$ cat src/rtl/core_clk_div_pkg.sv
package core_clk_div_pkg;

    // Width of one ratio field in the packed ratio word.
    parameter int CCD_RATIO_W   = 6;
    // Largest ratio a core can use.
    parameter int CCD_MAX_RATIO = 3;
    // Width of a core's period counter and of its active ratio.
    parameter int CCD_CNT_W     = $clog2(CCD_MAX_RATIO + 1);

    // Word addresses on the register bus.
    parameter logic [4:0] CCD_ADDR_CTRL   = 5'h00;
    parameter logic [4:0] CCD_ADDR_FABRIC = 5'h08;
    parameter logic [4:0] CCD_ADDR_RATIO  = 5'h0C;
    parameter logic [4:0] CCD_ADDR_STATUS = 5'h10;

    typedef logic [CCD_CNT_W-1:0] cnt_t;

    // Maps a requested field value onto a ratio the divider can use.
    function automatic cnt_t clamp_ratio(input logic [CCD_RATIO_W-1:0] req);
        if (req == '0)
            return cnt_t'(1);
        else if (req > CCD_RATIO_W'(CCD_MAX_RATIO))
            return cnt_t'(CCD_MAX_RATIO);
        else
            return req[CCD_CNT_W-1:0];
    endfunction

    // State of one core's divider.
    typedef struct packed {
        cnt_t cnt;        // position within the current output period
        cnt_t active;     // ratio in use
        logic pend;       // a staged ratio is waiting for a period boundary
        cnt_t pend_ratio; // the staged ratio
    } div_state_t;

endpackage

$ cat src/rtl/core_clk_div_core.sv
module core_clk_div_core
    import core_clk_div_pkg::*;
(
    input  logic                   clk_i,
    input  logic                   rst_ni,
    input  logic                   hold_i,
    input  logic                   reload_i,
    input  logic [CCD_RATIO_W-1:0] ratio_i,
    output logic                   en_o,
    output cnt_t                   active_o
);

    div_state_t st_d, st_q;
    logic       terminal;

    assign terminal = (st_q.cnt == st_q.active - cnt_t'(1));
    assign en_o     = !hold_i && terminal;
    assign active_o = st_q.active;

    always_comb begin
        st_d = st_q;
        if (hold_i) begin
            // Held: restart the period and apply any staged ratio at once.
            st_d.cnt = '0;
            if (st_q.pend) begin
                st_d.active = st_q.pend_ratio;
                st_d.pend   = 1'b0;
            end
        end else if (terminal) begin
            // Period boundary: the only point where a ratio may switch.
            st_d.cnt = '0;
            if (st_q.pend) begin
                st_d.active = st_q.pend_ratio;
                st_d.pend   = 1'b0;
            end
        end else begin
            st_d.cnt = st_q.cnt + cnt_t'(1);
        end
        // A reload request is checked last, so a new request is not lost
        // if it arrives in the same cycle as a boundary.
        if (reload_i) begin
            st_d.pend       = 1'b1;
            st_d.pend_ratio = clamp_ratio(ratio_i);
        end
    end

    always_ff @(posedge clk_i or negedge rst_ni) begin
        if (!rst_ni) begin
            st_q.cnt        <= '0;
            st_q.active     <= cnt_t'(1);
            st_q.pend       <= 1'b0;
            st_q.pend_ratio <= cnt_t'(1);
        end else begin
            st_q <= st_d;
        end
    end

    // The active ratio always lies in the allowed range.
    assert_active_range_R4: assert property (@(posedge clk_i) disable iff (!rst_ni)
        (st_q.active >= cnt_t'(1)) && (st_q.active <= cnt_t'(CCD_MAX_RATIO)));

    // The ratio switches only at a period end or while the core is held.
    assert_switch_at_boundary_R8: assert property (@(posedge clk_i) disable iff (!rst_ni)
        (st_q.active != $past(st_q.active)) |->
            ($past(hold_i) || ($past(st_q.cnt) == $past(st_q.active) - cnt_t'(1))));

    // Any change of the active ratio comes from a staged reload.
    assert_switch_needs_stage_R5: assert property (@(posedge clk_i) disable iff (!rst_ni)
        (st_q.active != $past(st_q.active)) |-> $past(st_q.pend));

    // Holding a core resets its count to the start of a period.
    assert_hold_restarts_R9: assert property (@(posedge clk_i) disable iff (!rst_ni)
        hold_i |=> (st_q.cnt == '0));

    // An enable pulse lasts one cycle when the ratio exceeds 1 and no switch is staged.
    assert_pulse_width_R3: assert property (@(posedge clk_i) disable iff (!rst_ni)
        (en_o && (st_q.active > cnt_t'(1)) && !st_q.pend && !reload_i) |=> !en_o);

endmodule

$ cat src/rtl/core_clk_div_regs.sv
module core_clk_div_regs
    import core_clk_div_pkg::*;
#(
    parameter int NUM_CORES    = 4,
    parameter int DATA_W       = 32,
    parameter int ADDR_W       = 5,
    parameter int FIELD_STRIDE = 8,
    parameter int HOLD_LSB     = 8,
    parameter int HOLD_W       = 8,
    parameter int RELOAD_LSB   = 20,
    parameter int TRIG_BIT     = 24,
    parameter int FAB_LSB      = 16
) (
    input  logic                             clk_i,
    input  logic                             rst_ni,
    input  logic                             we_i,
    input  logic [ADDR_W-1:0]                addr_i,
    input  logic [DATA_W-1:0]                wdata_i,
    input  logic [DATA_W-1:0]                status_i,
    output logic [DATA_W-1:0]                rdata_o,
    output logic [NUM_CORES-1:0]             hold_o,
    output logic [NUM_CORES-1:0]             reload_o,
    output logic [NUM_CORES*CCD_RATIO_W-1:0] ratio_o
);

    function automatic logic [DATA_W-1:0] make_ctrl_mask();
        logic [DATA_W-1:0] m = '0;
        for (int i = 0; i < HOLD_W; i++)    m[HOLD_LSB + i]   = 1'b1;
        for (int i = 0; i < NUM_CORES; i++) m[RELOAD_LSB + i] = 1'b1;
        m[TRIG_BIT] = 1'b1;
        return m;
    endfunction

    function automatic logic [DATA_W-1:0] make_ratio_mask();
        logic [DATA_W-1:0] m = '0;
        for (int n = 0; n < NUM_CORES; n++)
            for (int b = 0; b < CCD_RATIO_W; b++) m[n*FIELD_STRIDE + b] = 1'b1;
        return m;
    endfunction

    function automatic logic [DATA_W-1:0] make_ratio_rst();
        logic [DATA_W-1:0] m = '0;
        for (int n = 0; n < NUM_CORES; n++) m[n*FIELD_STRIDE] = 1'b1;
        return m;
    endfunction

    function automatic logic [DATA_W-1:0] make_fab_mask();
        logic [DATA_W-1:0] m = '0;
        for (int b = 0; b < CCD_RATIO_W; b++) m[FAB_LSB + b] = 1'b1;
        return m;
    endfunction

    localparam logic [DATA_W-1:0] CTRL_MASK  = make_ctrl_mask();
    localparam logic [DATA_W-1:0] RATIO_MASK = make_ratio_mask();
    localparam logic [DATA_W-1:0] RATIO_RST  = make_ratio_rst();
    localparam logic [DATA_W-1:0] FAB_MASK   = make_fab_mask();

    typedef struct packed {
        logic [DATA_W-1:0] ctrl;
        logic [DATA_W-1:0] fabric;
        logic [DATA_W-1:0] ratio;
        logic              trig_prev;
    } regs_t;

    regs_t r_d, r_q;
    logic  trig_rise;

    always_comb begin
        r_d           = r_q;
        r_d.trig_prev = r_q.ctrl[TRIG_BIT];
        if (we_i) begin
            if (addr_i == ADDR_W'(CCD_ADDR_CTRL))
                r_d.ctrl = wdata_i & CTRL_MASK;
            else if (addr_i == ADDR_W'(CCD_ADDR_FABRIC))
                r_d.fabric = wdata_i & FAB_MASK;
            else if (addr_i == ADDR_W'(CCD_ADDR_RATIO))
                r_d.ratio = wdata_i & RATIO_MASK;
        end
    end

    always_ff @(posedge clk_i or negedge rst_ni) begin
        if (!rst_ni) begin
            r_q.ctrl      <= '0;
            r_q.fabric    <= '0;
            r_q.ratio     <= RATIO_RST;
            r_q.trig_prev <= 1'b0;
        end else begin
            r_q <= r_d;
        end
    end

    assign trig_rise = r_q.ctrl[TRIG_BIT] && !r_q.trig_prev;

    for (genvar n = 0; n < NUM_CORES; n++) begin : g_core_fields
        assign hold_o[n]   = r_q.ctrl[HOLD_LSB + n];
        assign reload_o[n] = trig_rise && r_q.ctrl[RELOAD_LSB + n];
        assign ratio_o[n*CCD_RATIO_W +: CCD_RATIO_W] =
            r_q.ratio[n*FIELD_STRIDE +: CCD_RATIO_W];
    end

    always_comb begin
        if (addr_i == ADDR_W'(CCD_ADDR_CTRL))
            rdata_o = r_q.ctrl;
        else if (addr_i == ADDR_W'(CCD_ADDR_FABRIC))
            rdata_o = r_q.fabric;
        else if (addr_i == ADDR_W'(CCD_ADDR_RATIO))
            rdata_o = r_q.ratio;
        else if (addr_i == ADDR_W'(CCD_ADDR_STATUS))
            rdata_o = status_i;
        else
            rdata_o = '0;
    end

    // A trigger edge gives a reload request lasting a single cycle.
    assert_reload_single_R7: assert property (@(posedge clk_i) disable iff (!rst_ni)
        (|reload_o) |=> !(|reload_o));

    // A reload request needs a trigger that was low in the previous cycle.
    assert_reload_on_rise_R5: assert property (@(posedge clk_i) disable iff (!rst_ni)
        (|reload_o) |-> !$past(r_q.ctrl[TRIG_BIT]));

endmodule

$ cat src/rtl/core_clk_div.sv
module core_clk_div
    import core_clk_div_pkg::*;
#(
    parameter int NUM_CORES    = 4,
    parameter int DATA_W       = 32,
    parameter int ADDR_W       = 5,
    parameter int FIELD_STRIDE = 8
) (
    input  logic                 clk_i,
    input  logic                 rst_ni,
    input  logic                 bus_we_i,
    input  logic [ADDR_W-1:0]    bus_addr_i,
    input  logic [DATA_W-1:0]    bus_wdata_i,
    output logic [DATA_W-1:0]    bus_rdata_o,
    output logic [NUM_CORES-1:0] core_en_o
);

    localparam int PAD_W = CCD_RATIO_W - CCD_CNT_W;

    logic [NUM_CORES-1:0]             hold;
    logic [NUM_CORES-1:0]             reload;
    logic [NUM_CORES*CCD_RATIO_W-1:0] ratio;
    cnt_t                             active [NUM_CORES];
    logic [DATA_W-1:0]                status;

    core_clk_div_regs #(
        .NUM_CORES    (NUM_CORES),
        .DATA_W       (DATA_W),
        .ADDR_W       (ADDR_W),
        .FIELD_STRIDE (FIELD_STRIDE)
    ) u_regs (
        .clk_i    (clk_i),
        .rst_ni   (rst_ni),
        .we_i     (bus_we_i),
        .addr_i   (bus_addr_i),
        .wdata_i  (bus_wdata_i),
        .status_i (status),
        .rdata_o  (bus_rdata_o),
        .hold_o   (hold),
        .reload_o (reload),
        .ratio_o  (ratio)
    );

    for (genvar n = 0; n < NUM_CORES; n++) begin : g_core
        core_clk_div_core u_div (
            .clk_i    (clk_i),
            .rst_ni   (rst_ni),
            .hold_i   (hold[n]),
            .reload_i (reload[n]),
            .ratio_i  (ratio[n*CCD_RATIO_W +: CCD_RATIO_W]),
            .en_o     (core_en_o[n]),
            .active_o (active[n])
        );
    end

    always_comb begin
        status = '0;
        for (int n = 0; n < NUM_CORES; n++)
            status[n*FIELD_STRIDE +: CCD_RATIO_W] = {{PAD_W{1'b0}}, active[n]};
    end

endmodule

$ cat config.mk
export PLATFORM = sky130hd
export DESIGN_NAME = core_clk_div
export DESIGN_NICKNAME = d
export VERILOG_FILES = /design/src/rtl/core_clk_div_pkg.sv /design/src/rtl/core_clk_div_core.sv /design/src/rtl/core_clk_div_regs.sv /design/src/rtl/core_clk_div.sv
export SDC_FILE = /design/constraint.sdc
export NUM_CORES = 1
export LEC_CHECK = 0
export ABC_AREA = 1
export BUFFER_PORTS_ARGS = -buffer_cell sky130_fd_sc_hd__buf_2
export CAP_MARGIN = 25
export CORE_UTILIZATION = 45
export DETAILED_ROUTE_END_ITERATION = 8
export GPL_TIMING_DRIVEN = 0
export MAX_ROUTING_LAYER = met4
export PLACE_DENSITY = 0.72
export SLEW_MARGIN = 10
export SYNTH_ARGS = -nofsm -noshare
export SYNTH_HDL_FRONTEND = slang
export SYNTH_HIERARCHICAL = 1
export SYNTH_SLANG_ARGS = --single-unit
$ cat constraint.sdc
create_clock -name clk_i -period 1.6 [get_ports clk_i]
set_clock_uncertainty 0.2 [all_clocks]
set_input_delay 0.32 -clock clk_i [delete_from_list [all_inputs] [get_ports clk_i]]
set_output_delay 0.32 -clock clk_i [all_outputs]
set_load 0.01 [all_outputs]
* Word level (Yosys, flattened, before mapping) *
Index checks and enable logic that the tools add are counted.
Widths: inputs -> output; s select.

storage, ports and cells
  logic and storage cells = 103
  input bits = 40
  bits in writable memories = 0
  bits in latches = 0
  flip-flop bits (word level) = 72
  memory bits (read-only) = 0
  memories = 0

operators by class
  muxes and demuxes = 32
  $mul = 0
  bitwise gates (word level) = 2
  shift-type cells = 0
  div/mod/pow operators = 0
  $lt $le $gt $ge = 4
  reduce and logical (&&, ||, !) cells = 30
  add/subtract/negate cells = 8
  equal/unequal tests = 7

operators with widths
  kind                 count
  $mux 32              3
  $mux 3               12
  $mux 26              1
  $gt 6x2->1 const B   4
  $logic_not 6->1      4
  $mux 2               12
  $mux 5               4
  $reduce_bool 3->1    4
  $eq 5x4->1 const B   2
  $logic_and 1x1->1    9
  $add 2x1->2 const B  4
  $eq 2x2->1           4
  $reduce_bool 2->1    4
  $sub 2x1->2 const B  4
  $eq 5x5->1 const B   1
  $logic_not 1->1      5
  $logic_not 5->1      1
  $reduce_and 4->1     1
  $reduce_and 3->1     1
  $not 1->1            2
  $reduce_and 2->1     1

* Logic depth before layout (Yosys ltp) *
Gate-level depths: netlist (run 1).

  depth after elaboration = 5
  depth in mapped cells = 9

* Modules after synthesis *
Netlist (run 1), hierarchy kept.

modules (own cells, without submodules)
  module             area an instance (µm²)  cells an instance  instances
  core_clk_div_regs  2686.3                  338                1
  core_clk_div_core  366.6                   48                 4
  core_clk_div       3.8                     1                  1

* Worst setup path after synthesis (run 1) *
No wires, ideal clock.

  path kind = input-to-output
  from = input bus_addr_i[3]
  to = output bus_rdata_o[24]
  stages = 6
  arrival = 1074 ps
  path slack = 6 ps
  path through = nor2_2 > nand2_4 > nor2_4 > buf_6 > nand2_1 > nand3_1

on the way
  word-level cells in the longest chain between the ends = 5
  elaborated cells on any way between the ends = 8
  those cells by class = eq/ne (3); mux (4); reduce/logical (1)

ends and longest elaborated chain
  what                line                      RTL
  start: declaration  core_clk_div.sv:12        input logic [ADDR_W-1:0] bus_addr_i,
  $eq 5x5->1          core_clk_div_regs.sv:108  else if (addr_i == ADDR_W'(CCD_ADDR_STATUS))
  $mux 26             core_clk_div_regs.sv:108
  $mux 32             core_clk_div_regs.sv:106  else if (addr_i == ADDR_W'(CCD_ADDR_RATIO))
  $mux 32             core_clk_div_regs.sv:104  else if (addr_i == ADDR_W'(CCD_ADDR_FABRIC))
  $mux 32 (*)         core_clk_div_regs.sv:102  if (addr_i == ADDR_W'(CCD_ADDR_CTRL))
  end: declaration    core_clk_div.sv:14        output logic [DATA_W-1:0] bus_rdata_o,

Mark *: on every way between the ends. The rest lies on a longest branch, timed or not.

* Worst setup path in the final report (run 1) *
  from = register g_core[3].u_div/active_o[0] (netlist name)
  to = output core_en_o[3]

on the way
  word-level cells in the longest chain between the ends = 3

ends and longest elaborated chain
  what               line                     RTL
  $sub 2x1->2        core_clk_div_core.sv:16  assign terminal = (st_q.cnt == st_q.active - cnt_t'(1));
  $eq 2x2->1         core_clk_div_core.sv:16
  $logic_and 1x1->1  core_clk_div_core.sv:17  assign en_o = !hold_i && terminal;
  end: declaration   core_clk_div.sv:15       output logic [NUM_CORES-1:0] core_en_o

Every way passes these cells.

==> flow_metrics.tcl, run 1 <==
set metrics [dict create \
    clock-sinks 72 \
    p_seq_share_pct 41.8 \
    routedWlPerCell_um 13.91 \
    cp_max_fo 4 \
    worst_pin_slew_ps 532.5 \
    drt_wl_total_um 10990 \
    final-max-slew-violation-count 0 \
    dp_hpwl_um 6749 \
    clock_path_buffers 2 \
    synth_edf_count 0 \
    hold_slack_ps 14.46 \
    die_h_um 98.11 \
    dpl_cell_area_um2 4731 \
    multi_input_comb_area_um2 2157 \
    synth-seq-cells 72 \
    worst_slack_ps -247.4 \
    final_nets 717 \
    io_pins 76 \
    synth_cells 531 \
    place_congestion 0.8291 \
    drc 3 \
    final_core_util_pct 66.56 \
    via_per_inst 4.799 \
    via_count 3791 \
    fmax_ghz 0.5413 \
    mostFrequentLayoutCells "nand2_1 (141), buf_4 (60), dfrtp_1 (60), nand2_2 (56), inv_1 (46)" \
    power_density_nw_per_um2 1180 \
    die_width_um 98.11 \
    synth.avg_cell_area_um2 7.828 \
    slowest_stage "dfstp_2" \
    cp_num_buf_inv 2 \
    max-vdd-ir-drop_v 0.0008115 \
    ys_types 28 \
    syn_to_final_growth_pct 41.69 \
    antenna_found_initial 0 \
    cts-buffers-inserted 9 \
    design_area_um2 5889 \
    final_common_cell "nand2_1" \
    crit_chain "inv_2 -> nand2_2 -> nand3_2 -> nand2_2 -> nor2_2 -> buf_2" \
    core_um2 8848 \
    ys_seq_area_share_pct 43.71 \
    grt_pass1_wl_um 17150 \
    grt_setup_unrepaired "yes" \
    cp-start-kind "flop" \
    regToRegSetupSlack_ps 50 \
    leakage_uw 0.003306 \
    crit_path_frequent_cell "nand2_2" \
    critPathKind "reg2out" \
    synth-async-reset-ratio_pct 100.0 \
    firstDrtPassIters 6 \
    hp-class "in2reg" \
    root_buffer "clkbuf_8" \
    ant_nets 0 \
    clkTransAtPathRegs_ps 80 \
    hold_viol_final 0 \
    die_area_um2 9625 \
    max_stage_delay_ps 570 \
    cp.required_ps 1080 \
    grt_pass1_vias 3718 \
    cp_top_family "flip-flops" \
    power.internal_uw 4374 \
    num_rows 34 \
    seqCellArea_um2 1817 \
    track_usage_pct 23.37 \
    comb_power_share_pct 39.0 \
    initial_core_util_pct 46.97 \
    finalCritPeriodShare_pct 115.5 \
    grt_start_max_net_pins 42 \
    grt_overflow 0 \
    max-cap-violations 0 \
    drive_gt1_share_pct 47.95 \
    yosysWarnings 6 \
    crit_arrival_ps 1330 \
    clk_latency_ps 340 \
    clock_power_share_pct 19.3 \
    setup_viol 35 \
    io_buffers 66 \
    synth_area_um2 4156 \
    swShare_pct 37.08 \
    fill_cells 716 \
    switchingPower_uw 2577 \
    status "finished, violations left" \
    num_antenna_cells 0 \
    violations "design-rule violations, negative setup slack" \
    cts_tree "yes" \
    worst_setup_path_end_kind "output port" \
    fin_crit_ps 1847 \
    slew_headroom_pct 64.50 \
    ys.flop_type "dfrtp_1" \
    p_total_uw 6951 \
    h-tree-depth 3 \
    first_iter_violations 147 \
]
-- metal layers --
metal	track usage, %	wire length (um)	up-vias
met5	-	0	-
met4	6.760	170	0
met3	4.939	493	16
met2	41.06	5887	90
met1	26.75	4440	1802
li1	-	-	1883
-- worst paths after layout --
kind / start / endpoint / depth (start not counted)
max: g_core[3].u_div/active_o[0] / core_en_o[3] / 6
min: bus_wdata_i[1] / u_regs/ratio_o[1] / 3
max reg2reg: g_core[2].u_div/active_o[0] / g_core[2].u_div/active_o[1] / 9
min reg2reg: u_regs/r_d[0] / u_regs/r_q[0] / 0
max in group asynchronous: rst_ni / g_core[2].u_div/st_q[0] / 3
min in group asynchronous: rst_ni / g_core[0].u_div/active_o[1] / 2
-- sequential cells by signal (all words and copies together) (netlist names) --
signal / flops
g_core.u_div/active_o: 8
u_regs/r_d: 1
u_regs/r_q: 15
u_regs/ratio_o: 24
u_regs/hold_o: 4
g_core.u_div/st_q: 20
-- metrics by stage --
stage	setup slack [ps]	cells	TNS, ps
finish	-247.4	790	-5720
global route	-328.5	790	-7843
CTS	-266.3	781	-6473
detailed placement	-439.0	729	-10800
global placement	-431.3	728	-36350
floorplan	5.985	554	0
-- cells in the mapped netlist (6+ instances only) --
library cell / number / area (um^2)
buf_4: 37 / 277.8
dfrtp_1: 60 / 1501
dfstp_2: 12 / 315.3
inv_1: 50 / 187.7
nand2_1: 191 / 716.9
nand2_2: 25 / 156.4
nand2_4: 6 / 67.56
nand3_1: 42 / 210.2
nand4_1: 6 / 37.54
nor2_1: 33 / 123.9
o21ai_0: 10 / 50.05
o21ai_2: 22 / 192.7
-- worst register-to-register path, stage by stage, from the launching register on --
cell     delay (ps)
dfstp_2         570
nand2_1          70
nand2_2          60
nand2_2          60
buf_4           120
buf_4           130
nand2_4          70
nand2_2          50
nand2_1          50
nand2_1          50
-- power by group through the flow --
stage / Sequential (uW) / Clock [uW] / Combinational [uW]
finish: 2900 / 1340 / 2710
global route: 2980 / 1440 / 3020
CTS: 2870 / 1370 / 2450
detailed placement: 2850 / 0 / 2100
global placement: 2830 / 0 / 2010
floorplan: 2740 / 0 / 1670
-- final cells by class --
cell class / count / area share [%]
Multi-Input combinational cell: 377 / 36.63
Clock inverter: 4 / 0.4886
Clock buffer: 12 / 2.634
Inverter: 55 / 3.548
Tap cell: 108 / 2.294
Sequential cell: 72 / 30.85
Timing Repair Buffer: 114 / 16.21
Buffer: 48 / 7.351
-- what timing repair did --
action	in CTS	in global routing
pin swaps	33	29
hold buffers	5	0
buffers inserted	28	21
cloned	3	1
gates resized for setup	97	68
endpoints found under the hold margin	27	0
setup endpoints to repair	32	48
-- cell families (layout without fill, tap and decap cells) --
kind of cell,after synthesis,after routing,synth area share [%]
flops,72,72,43.71
buf+inv,105,233,14.75
simple gates,315,315,34.83
compound gates,38,38,6.622
other cells,1,24,0.09022
Note: power is estimated with default switching activity, not from simulation.
==> inputs of run 2 (changes only) <==
CORE_MARGIN = 3   (was unset)
SLEW_MARGIN = 0   (was 10)
clock period = 2.3 ns   (was 1.6 ns; I/O delays follow)
==> flow_metrics.tcl, run 2 (synthesized netlist as in run 1, its figures left out) <==
set metrics [dict create \
    place_congestion 0.8152 \
    post-place-ws_ps -31.15 \
    met1_length_um 4122 \
    cp-start-kind "input port" \
    first_iter_violations 111 \
    via_count 3455 \
    swShare_pct 36.76 \
    drt_wl_total_um 9384 \
    grt_pass1_vias 3389 \
    final_common_cell "nand2_1" \
    routedWlPerCell_um 12.53 \
    critPathKind "in2out" \
    cts_tree "yes" \
    cp_max_fo 10 \
    hp-class "in2reg" \
    worst_slack_ps 106.4 \
    hold_slack_ps 142.4 \
    slowest_stage "nor2_8" \
    power_density_nw_per_um2 870.5 \
    final_nets 676 \
    leakage_uw 0.002765 \
    setup_viol 0 \
    fmax_ghz 0.4559 \
    design_area_um2 4960 \
    syn_to_final_growth_pct 19.33 \
    die_width_um 102.1 \
    io_buffers 66 \
    die_area_um2 10430 \
    wl_met2_um 4851 \
    grt_pass1_wl_um 15720 \
    finalCritPeriodShare_pct 95.38 \
    firstDrtPassIters 4 \
    clk_latency_ps 340 \
    p_seq_share_pct 45.5 \
    mostFrequentLayoutCells "nand2_1 (191), buf_2 (67), dfrtp_1 (60), inv_1 (50), buf_4 (43)" \
    crit_path_frequent_cell "buf_2" \
    grt_start_max_net_pins 45 \
    cp.required_ps 1640 \
    comb_power_share_pct 34.0 \
    root_buffer "clkbuf_8" \
    fill_cells 859 \
    track_usage_pct 20.09 \
    clock_power_share_pct 20.6 \
    dpl_cell_area_um2 4738 \
    clock_path_buffers 2 \
    dr.max_layer_used "met4" \
    wl_met3_um 313 \
    ant_nets 0 \
    h-tree-depth 3 \
    power.internal_uw 2730 \
    grt_setup_unrepaired "no" \
    grt_overflow 0 \
    clock-sinks 72 \
    crit_arrival_ps 1530 \
    drc 0 \
    worst_setup_path_end_kind "output port" \
    via_per_inst 4.613 \
    max-vdd-ir-drop_v 0.0006192 \
    clkTransAtPathRegs_ps 80 \
    crit_chain "buf_2 -> nor2_8 -> nand2_4 -> nor2_4 -> buf_6 -> nand2_1 -> nand3_1 -> buf_2" \
    num_antenna_cells 0 \
    io_pins 76 \
    core_um2 8848 \
    hold_viol_final 0 \
    drive_gt1_share_pct 33.07 \
    dp_hpwl_um 7145 \
    initial_core_util_pct 46.97 \
    final-max-slew-violation-count 0 \
    antenna_found_initial 0 \
    die_h_um 102.1 \
    cts-buffers-inserted 9 \
    max-cap-violations 0 \
    fin_crit_ps 2194 \
    switchingPower_uw 1587 \
    max_stage_delay_ps 190 \
    num_rows 34 \
    largest_reg_flops 24 \
    status "completed" \
]
run 2: cell count changes in the layout (fill, tap and decap cells not counted), moves of 7 or more:
cell / delta
buf_2: +22
buf_4: -17
buf_6: -33
nand2_1: +50
nand2_2: -31
nand2_4: -18
nand3_1: +16
nand3_2: -16
nor2_1: +8
nor2_2: -7
run 2: cell type report:
cell class	count	area (um^2)	share of cell area (%)
Multi-Input combinational cell	377	1818	36.65
Sequential cell	72	1817	36.63
Buffer	49	410.4	8.274
Timing Repair Buffer	72	400.4	8.073
Inverter	55	206.4	4.162
Clock buffer	10	137.6	2.775
Tap cell	108	135.1	2.725
Clock inverter	6	35.03	0.7064
run 2: worst max-delay path, delay by kind of cell:
family / cells / cell delay [ps]
buffers and inverters: 3 / 440
and+or+nand+nor: 5 / 630
run 2: what timing repair did:
| action | CTS | global route |
|---|---|---|
| resized for setup | 0 | 6 |
| pin swaps | 1 | 1 |
| setup buffers | 2 | 2 |
| hold endpoints to repair | 21 | 0 |
| endpoints found under the setup margin | 8 | 20 |
| hold buffers | 1 | 0 |
run 2: layer usage:
layer / vias to the layer above / GRT usage [%]
met4: 0 / 5.651
li1: 1800 / -
met3: 8 / 3.959
met2: 52 / 34.13
met1: 1595 / 24.35
met5: - / -
run 2: path summary, 6_finish.rpt:
check | from | endpoint | slack [ps] | depth (start not counted)
setup reg to reg | u_regs/r_q[0] | g_core[0].u_div/st_q[0] | 840 | 6
hold reg to reg | u_regs/r_d[0] | u_regs/r_q[0] | 230 | 0
hold / removal | bus_wdata_i[0] | u_regs/ratio_o[0] | 140 | 3
max in group asynchronous | rst_ni | u_regs/ratio_o[12] | 900 | 3
min in group asynchronous | rst_ni | g_core[0].u_div/active_o[1] | 380 | 2
setup / recovery | bus_addr_i[1] | bus_rdata_o[24] | 110 | 8
run 2: power groups by stage:
stage                     Combinational (uW)  Clock, uW  Sequential (uW)
after CTS                               1490        918             1960
after detailed placement                1480          0             1990
after global routing                    1660        997             2020
after global placement                  1400          0             1970
final                                   1470        888             1960
after floorplan                         1160          0             1910
run 2: metrics by stage:
stage                     instances  util [%]  TNS [ps]  total power [uW]
after floorplan                 554         -         0              3072
after global placement          728     53.21    -15.52              3368
after detailed placement        729     53.55    -146.5              3466
after CTS                       747     55.73         0              4370
after global routing            749     56.05         0              4677
final                           749     56.05         0              4318
